[config.mk]
export PLATFORM = sky130hd
export DESIGN_NAME = ghash_mac
export DESIGN_NICKNAME = d
export VERILOG_FILES = /design/src/rtl/ghash_mac_pkg.sv /design/src/rtl/ghash_operand_prep.sv /design/src/rtl/ghash_bit_step.sv /design/src/rtl/ghash_seq_ctrl.sv /design/src/rtl/ghash_mac.sv
export SDC_FILE = /design/constraint.sdc
export NUM_CORES = 1
export LEC_CHECK = 0
export BUFFER_PORTS_ARGS = -buffer_cell sky130_fd_sc_hd__buf_2
export CORE_MARGIN = 5
export CORE_UTILIZATION = 40
export CTS_CLUSTER_DIAMETER = 200
export DETAILED_ROUTE_END_ITERATION = 7
export GPL_TIMING_DRIVEN = 1
export MAX_ROUTING_LAYER = met4
export PLACE_DENSITY = 0.7
export SYNTH_ARGS = -nofsm -noshare
export SYNTH_HDL_FRONTEND = slang
export SYNTH_SLANG_ARGS = --single-unit
[constraint.sdc]
create_clock -name clk -period 1.8 [get_ports clk]
set_input_delay 0.18 -clock clk [delete_from_list [all_inputs] [get_ports clk]]
set_output_delay 0.18 -clock clk [all_outputs]
set_load 0.01 [all_outputs]
[src/rtl/ghash_mac_pkg.sv]
package ghash_mac_pkg;

  // Width of one GHASH field element (fixed by the field itself)
  localparam int unsigned GF_BITS  = 128;
  localparam int unsigned BYTE_W   = 8;
  localparam int unsigned GF_BYTES = GF_BITS / BYTE_W;

  typedef logic [GF_BITS-1:0] gf_t;

  typedef enum logic {
    MODE_MUL = 1'b0,   // Y * H
    MODE_ACC = 1'b1    // (Y ^ X) * H
  } mac_mode_e;

  // Multiplication state carried from one step to the next
  typedef struct packed {
    gf_t acc;    // running product
    gf_t mcand;  // multiplicand, scaled by x once per step
  } gf_state_t;

  // Reverse the bit order inside each byte, keep byte positions
  function automatic gf_t brev_bytes(input gf_t v);
    gf_t r;
    for (int b = 0; b < GF_BYTES; b++) begin
      for (int k = 0; k < BYTE_W; k++) begin
        r[BYTE_W*b + k] = v[BYTE_W*b + (BYTE_W-1) - k];
      end
    end
    return r;
  endfunction

  // Multiply the multiplicand by x, folding the overflow back in with poly
  function automatic gf_t gf_times_x(input gf_t v, input logic [BYTE_W-1:0] poly);
    gf_t r;
    r = {v[GF_BITS-2:0], 1'b0};
    if (v[GF_BITS-1]) begin
      r[BYTE_W-1:0] = r[BYTE_W-1:0] ^ poly;
    end
    return r;
  endfunction

  // One bit-serial step: conditional add, then scale the multiplicand
  function automatic gf_state_t gf_step(input gf_state_t st, input logic sel,
                                        input logic [BYTE_W-1:0] poly);
    gf_state_t n;
    n.acc   = sel ? (st.acc ^ st.mcand) : st.acc;
    n.mcand = gf_times_x(st.mcand, poly);
    return n;
  endfunction

endpackage

[src/rtl/ghash_operand_prep.sv]
module ghash_operand_prep
  import ghash_mac_pkg::*;
#(
  parameter int unsigned WORD_W    = 32,
  parameter int unsigned NUM_WORDS = GF_BITS / WORD_W
) (
  input  logic                              acc_mode,
  input  logic [NUM_WORDS-1:0][WORD_W-1:0]  y_w,
  input  logic [NUM_WORDS-1:0][WORD_W-1:0]  x_w,
  input  logic [NUM_WORDS-1:0][WORD_W-1:0]  h_w,
  output gf_t                               mplier_rev,
  output gf_t                               mcand_rev
);

  localparam int unsigned BYTES_PER_WORD = WORD_W / BYTE_W;

  gf_t mplier_flat;
  gf_t mcand_flat;

  // Word i sits at bits i*WORD_W upward of the element
  for (genvar w = 0; w < NUM_WORDS; w++) begin : g_word
    assign mplier_flat[w*WORD_W +: WORD_W] =
      (mac_mode_e'(acc_mode) == MODE_ACC) ? (y_w[w] ^ x_w[w]) : y_w[w];
    assign mcand_flat[w*WORD_W +: WORD_W] = h_w[w];

    // Reverse each byte of this word in place
    for (genvar b = 0; b < BYTES_PER_WORD; b++) begin : g_byte
      for (genvar k = 0; k < BYTE_W; k++) begin : g_bit
        localparam int unsigned DST = w*WORD_W + b*BYTE_W + k;
        localparam int unsigned SRC = w*WORD_W + b*BYTE_W + (BYTE_W-1) - k;
        assign mplier_rev[DST] = mplier_flat[SRC];
        assign mcand_rev[DST]  = mcand_flat[SRC];
      end
    end
  end

endmodule

[src/rtl/ghash_bit_step.sv]
module ghash_bit_step
  import ghash_mac_pkg::*;
#(
  parameter logic [BYTE_W-1:0] REDUCE_POLY = 8'h87
) (
  input  gf_state_t cur,
  input  logic      sel_bit,
  output gf_state_t nxt
);

  always_comb begin
    nxt = gf_step(cur, sel_bit, REDUCE_POLY);
  end

endmodule

[src/rtl/ghash_seq_ctrl.sv]
module ghash_seq_ctrl #(
  parameter int unsigned NBITS = 128,
  localparam int unsigned CNT_W = $clog2(NBITS)
) (
  input  logic             clk,
  input  logic             rst_n,
  input  logic             start,
  output logic             busy,
  output logic             done,
  output logic             load_evt,
  output logic             last_evt,
  output logic [CNT_W-1:0] bit_idx
);

  localparam logic [CNT_W-1:0] LAST_IDX = CNT_W'(NBITS - 1);

  logic             busy_q;
  logic             done_q;
  logic [CNT_W-1:0] idx_q;

  assign load_evt = start && !busy_q;
  assign last_evt = busy_q && (idx_q == LAST_IDX);

  always_ff @(posedge clk or negedge rst_n) begin
    if (!rst_n) begin
      busy_q <= 1'b0;
      done_q <= 1'b0;
      idx_q  <= '0;
    end else begin
      done_q <= last_evt;
      if (load_evt) begin
        busy_q <= 1'b1;
        idx_q  <= '0;
      end else if (busy_q) begin
        idx_q <= idx_q + 1'b1;
        if (last_evt) begin
          busy_q <= 1'b0;
        end
      end
    end
  end

  assign busy    = busy_q;
  assign done    = done_q;
  assign bit_idx = idx_q;

endmodule

[src/rtl/ghash_mac.sv]
module ghash_mac
  import ghash_mac_pkg::*;
#(
  parameter int unsigned       WORD_W      = 32,
  parameter logic [7:0]        REDUCE_POLY = 8'h87,
  localparam int unsigned      NUM_WORDS   = GF_BITS / WORD_W,
  localparam int unsigned      CNT_W       = $clog2(GF_BITS)
) (
  input  logic                              clk,
  input  logic                              rst_n,
  input  logic                              start_i,
  input  logic                              acc_mode_i,
  input  logic [NUM_WORDS-1:0][WORD_W-1:0]  y_i,
  input  logic [NUM_WORDS-1:0][WORD_W-1:0]  x_i,
  input  logic [NUM_WORDS-1:0][WORD_W-1:0]  h_i,
  output logic                              busy_o,
  output logic                              done_o,
  output logic [NUM_WORDS-1:0][WORD_W-1:0]  z_o
);

  // Named internal events, brought out for the checker
  logic             load_evt;
  logic             last_evt;
  logic [CNT_W-1:0] bit_idx;
  logic             sel_bit;

  gf_t       mplier_rev;
  gf_t       mcand_rev;
  gf_t       mplier_q;
  gf_state_t st_q;
  gf_state_t st_nxt;
  gf_t       res_q;

  ghash_operand_prep #(
    .WORD_W    (WORD_W),
    .NUM_WORDS (NUM_WORDS)
  ) u_prep (
    .acc_mode   (acc_mode_i),
    .y_w        (y_i),
    .x_w        (x_i),
    .h_w        (h_i),
    .mplier_rev (mplier_rev),
    .mcand_rev  (mcand_rev)
  );

  ghash_seq_ctrl #(
    .NBITS (GF_BITS)
  ) u_ctrl (
    .clk      (clk),
    .rst_n    (rst_n),
    .start    (start_i),
    .busy     (busy_o),
    .done     (done_o),
    .load_evt (load_evt),
    .last_evt (last_evt),
    .bit_idx  (bit_idx)
  );

  // Multiplier is shifted right, so the bit under test is always bit 0
  assign sel_bit = mplier_q[0];

  ghash_bit_step #(
    .REDUCE_POLY (REDUCE_POLY)
  ) u_step (
    .cur     (st_q),
    .sel_bit (sel_bit),
    .nxt     (st_nxt)
  );

  always_ff @(posedge clk or negedge rst_n) begin
    if (!rst_n) begin
      mplier_q <= '0;
      st_q     <= '0;
      res_q    <= '0;
    end else begin
      if (load_evt) begin
        mplier_q <= mplier_rev;
        st_q     <= '{acc: '0, mcand: mcand_rev};
      end else if (busy_o) begin
        mplier_q <= {1'b0, mplier_q[GF_BITS-1:1]};
        st_q     <= st_nxt;
      end
      if (last_evt) begin
        res_q <= brev_bytes(st_nxt.acc);
      end
    end
  end

  assign z_o = res_q;

endmodule

Word level (Yosys, flattened, before mapping)
Cells that the tools add are included.
{ "word_totals": {"ff_bits": 521, "in_bits": 388, "out_inout_bits": 130} }
{ "classes": {"n_addsub": 1, "eq_ne": 1, "muxes": 15, "n_bitwise": 6, "reduce_logical": 4} }
{ "op_table": {"columns": ["cell", "n"], "rows": [
  ["2-to-1 mux 256 bit", 2],
  ["2-to-1 mux 128 bit", 3],
  ["2-to-1 mux 32 bit", 4],
  ["XOR 128 bit", 1],
  ["XOR 32 bit", 4],
  ["2-to-1 mux 7 bit", 2],
  ["2-to-1 mux 8 bit", 1],
  ["adder 7 x 1 -> 7 bit (second input constant)", 1],
  ["== test 7 bit (second input constant)", 1],
  ["NOT 4 bit", 1],
  ["2-to-1 mux 1 bit", 3],
  ["logical AND 1 bit", 2],
  ["nonzero test 2 bit", 1],
  ["zero test 1 bit", 1]
]} }

Logic depth before layout (Yosys ltp)
{ "logic_depth": {"ltp_word": 5, "mapped_depth": 7, "ltp_nobuf": 4} }

Cells and area by module
Synthesis repeated with hierarchy kept, for this count alone.
{ "hier_totals": {"hier_cells": 2620, "hier_area_um2": 27622.7} }
{ "by_module_without_submodules": {"columns": ["mod", "n_inst", "cells_per_inst", "area_each_um2"], "rows": [
  ["ghash_mac", 1, 1792, 21795.9],
  ["ghash_bit_step", 1, 398, 2720.1],
  ["ghash_operand_prep", 1, 398, 2716.4],
  ["ghash_seq_ctrl", 1, 32, 390.4]
]} }

Worst setup path before layout
No wires, ideal clock.
{ "synth_path": {"path_type": "flip-flop to flip-flop", "from": "reg u_ctrl.idx_q[0] (netlist: u_ctrl.bit_idx[0])", "to": "reg res_q[100] (netlist: z_o[100])", "arrival_time_ns": 1.519, "required_ns": 1.673, "slack_ns": 0.154, "stages_incl_launch_ff": 7, "path_cell_list": "dfrtp_1 > ha_1 > nand4_2 > nor2_4 > buf_8 > buf_8 > mux2_1"} }
{ "synth_between": {"elab_chain_len": 2} }
{ "synth_lines": {"columns": ["element", "line_no", "text"], "rows": [
  ["start, declared", "ghash_seq_ctrl.sv:19", "logic [CNT_W-1:0] idx_q;"],
  ["start signal, assigned", "ghash_seq_ctrl.sv:35", "idx_q <= idx_q + 1'b1;"],
  ["== test 7 bit", "ghash_seq_ctrl.sv:22", "assign last_evt = busy_q && (idx_q == LAST_IDX);"],
  ["logical AND 1 bit", "ghash_seq_ctrl.sv:22", null],
  ["end signal, assigned", "ghash_mac.sv:84", "res_q <= brev_bytes(st_nxt.acc);"],
  ["end, declared", "ghash_mac.sv:32", "gf_t res_q;"]
]} }
Every way passes these cells.
A chain may end at the register's enable or synchronous reset.

Worst setup path after layout
{ "layout_path": {"from": "reg u_ctrl.idx_q[1] (netlist: u_ctrl.bit_idx[1])", "to": "reg res_q[103] (netlist: z_o[103])"} }
The elaborated chain is that of the path after synthesis.

==> results.cfg <==
[outcome]
status = finished, final reports clean

[grt]
grt.overflow.total = 0
grt_max_degree = 126
grt-busiest-layer = met2
gr-usage-met2 = 0.374
met1_usage = 0.259
grt_pass1_vias = 22100
grt_pass1_wl_um = 118000
grt_usage = 0.221
grt_use_met3 = 0.0408
antenna_found_initial = 7

[floorplan]
die_area_um2 = 66900
rows = 91
io_pins = 518
core-area_um2 = 61500
die_y_um = 259
die_w_um = 259
start_util = 0.402

[power]
p_leak_uw = 0.0169
power_uw = 50200
power.density_nw_per_um2 = 1450
peakVddDrop_mv = 0.830

[timing]
clock_skew_ns = 0.0303
grt_setup_unrepaired = true
final_max_slew_viol_count = 0
setup_viol = 0
fmax_mhz = 569
slew_headroom = 0.671
period_share = 0.976
tightest_slew_ns = 0.493
fin_ws_ns = 0.0435
finalHoldViolations = 0
period_minus_slack_ns = 1.76

[critical_path]
critPathRequiredTime_ns = 2.29
worstSetupStartpointType = flop
rr_startpoint = u_ctrl.bit_idx[1]
worst_ep_arrival_time_ns = 2.24
path_class = flop to flop
r2r_cells = 7
r2r_setup_slack_ns = 0.04
cp_max_fo = 10
r2r_end = z_o[103]
crit_path_end_kind = flop

[route]
drt_wl_total_um = 75600
dr.pass1.iters = 5
drc = 0
vias = 20700
drt-vias-per-instance = 5.23
drtIter0Drc = 1411
antenna_left = 0
routedWlPerCell_um = 19.1

[final_layout]
drive_above_1_share = 0.233
multiInputGateArea_um2 = 10800
mostFrequentLayoutCell = dfrtp_1
final_cell_mix = 519 x dfrtp_1, 513 x buf_2, 387 x nand2_1, 371 x dlygate4sd3_1, 252 x o21ai_0
syn2layout_area_growth_pct = 39.8
regArea_um2 = 13000
n_fill_cell = 4844
fin_nets = 3519
fin_util = 0.562

[logic_synthesis]
yosysWarnings = 0
synth_cell_types = 31
synth_seq_cells = 521
postSynthCellCount = 2259
avgSynthCellArea_um2 = 10.9
synthesis.nets = 2648
ys_seq_area_frac = 0.527
synth_area_um2 = 24700

[worst_hold_path]
hold_path.class = primary input to flop
hold_depth = 4
whs_endpoint = mplier_q[89]
min_from = x_i[94]

[clock_network]
cts_buffer_depth = 3
cts_root_buf = clkbuf_16
cts_htree_levels = 2
cts.clk_slew.worst_paths_ns = 0.06
cts_sinks = 521
cts_tree = yes
worstSkewPairLatency_ns = 0.61
numCtsBuffers = 56

[run]
maxCapViolations = 0

[placed_design]
gp_congestion = 0.963
pre_cts_ws_ns = -0.0153
hpwl_um = 48100
port_buffers = 517
## worst max-delay path: stages, from the launching register on
cell and delay, ns:
dfrtp_1 0.41, ha_4 0.17, nand4_4 0.11, nor2_4 0.13, buf_4 0.14, buf_12 0.16
clkbuf_16 0.19, mux2_1 0.32
## synthesized netlist by cell type, drive strengths merged
| master | n | area (um^2) |
|---|---|---|
| nand4 | 2 | 18.8 |
| mux2 | 129 | 1450 |
| a22o | 3 | 26.3 |
| o21ai | 257 | 1290 |
| o211ai | 2 | 15.0 |
| inv | 2 | 7.51 |
| xor2 | 131 | 1150 |
| o31ai | 2 | 15.0 |
| a21oi | 6 | 30.0 |
| o22ai | 1 | 6.26 |
| a211oi | 1 | 7.51 |
| a22oi | 126 | 946 |
| dfrtp | 521 | 13000 |
| nand3 | 4 | 20.0 |
| nor3b | 125 | 938 |
| nand2 | 387 | 1450 |
| ha | 1 | 12.5 |
| nand2b | 2 | 12.5 |
| buf | 128 | 764 |
| mux2i | 129 | 1290 |
| xnor2 | 128 | 1120 |
| nor2 | 4 | 30.0 |
| clkbuf | 44 | 165 |
| a21o | 124 | 931 |
## report_power, final
part / switching (uW) / total [uW] / internal (uW)
registers: 3960 / 21300 / 17300
logic: 7800 / 16800 / 9040
clock network: 4880 / 12100 / 7250
## flip-flops by register name (all words and copies together), names as in the netlist
register and flops:
st_q 256, u_ctrl.busy 1, z_o 128, mplier_q 128, u_ctrl.bit_idx 7, u_ctrl.done 1
## final cells by class
class | count | share of cell area
Antenna cell | 7 | 0.000507
Clock buffer | 75 | 0.0452
Clock inverter | 24 | 0.0107
Inverter | 2 | 0.000217
Multi-Input combinational cell | 1564 | 0.312
Sequential cell | 521 | 0.377
Tap cell | 790 | 0.0286
Timing Repair Buffer | 985 | 0.226
## repair_timing
action                     4_1_cts  5_1_grt
hold endpoints to repair       517        0
gates resized for setup          1       15
pin swaps                        0        2
setup endpoints to repair       12       97
cloned                           2        8
hold buffers                   371        0
buffers inserted                 4        6
## metrics by stage
step	instance area [um^2]	hold slack [ns]	setup TNS [ns]	std cells
2_1_floorplan	24700	-0.116	0	2259
3_3_place_gp	28500	0.0740	0	3471
3_5_place_dp	28500	0.0742	-0.0328	3471
4_1_cts	34200	0.00350	-0.0396	3947
5_1_grt	34600	0.0225	-0.409	3968
6_report	34600	0.0113	0	3968
## worst max-delay path by stage
stage	from	slack (ns)	cells after the start	endpoint
floorplan	u_ctrl.bit_idx[0]	0.15	6	z_o[100]
global placement	u_ctrl.bit_idx[0]	0.01	6	z_o[127]
detailed placement	u_ctrl.bit_idx[0]	-0.02	6	z_o[109]
CTS	u_ctrl.bit_idx[0]	-0.01	6	z_o[109]
global route	u_ctrl.busy	-0.03	7	mplier_q[75]
finish	u_ctrl.bit_idx[1]	0.04	7	z_o[103]
## metal layers
metal  wire (um)  share of wire
met1       29600           0.39
met2       38100           0.50
met3        4050          0.054
met4        3930          0.052
met5           0              0
## cell families (layout without fill, tap and decap cells)
kind of cell / Yosys count / after routing / synth area share
AOI/OAI and AO/OA: 522 / 522 / 0.132
xor gates and xnor gates: 259 / 259 / 0.0917
adders and majority gates: 1 / 1 / 0.000506
buffers and inverters: 174 / 1086 / 0.0379
DFF: 521 / 521 / 0.527
muxes: 258 / 258 / 0.111
other: 0 / 7 / 0
and+or+nand+nor: 524 / 524 / 0.100
No activity file was read; power rests on OpenSTA's default activity.
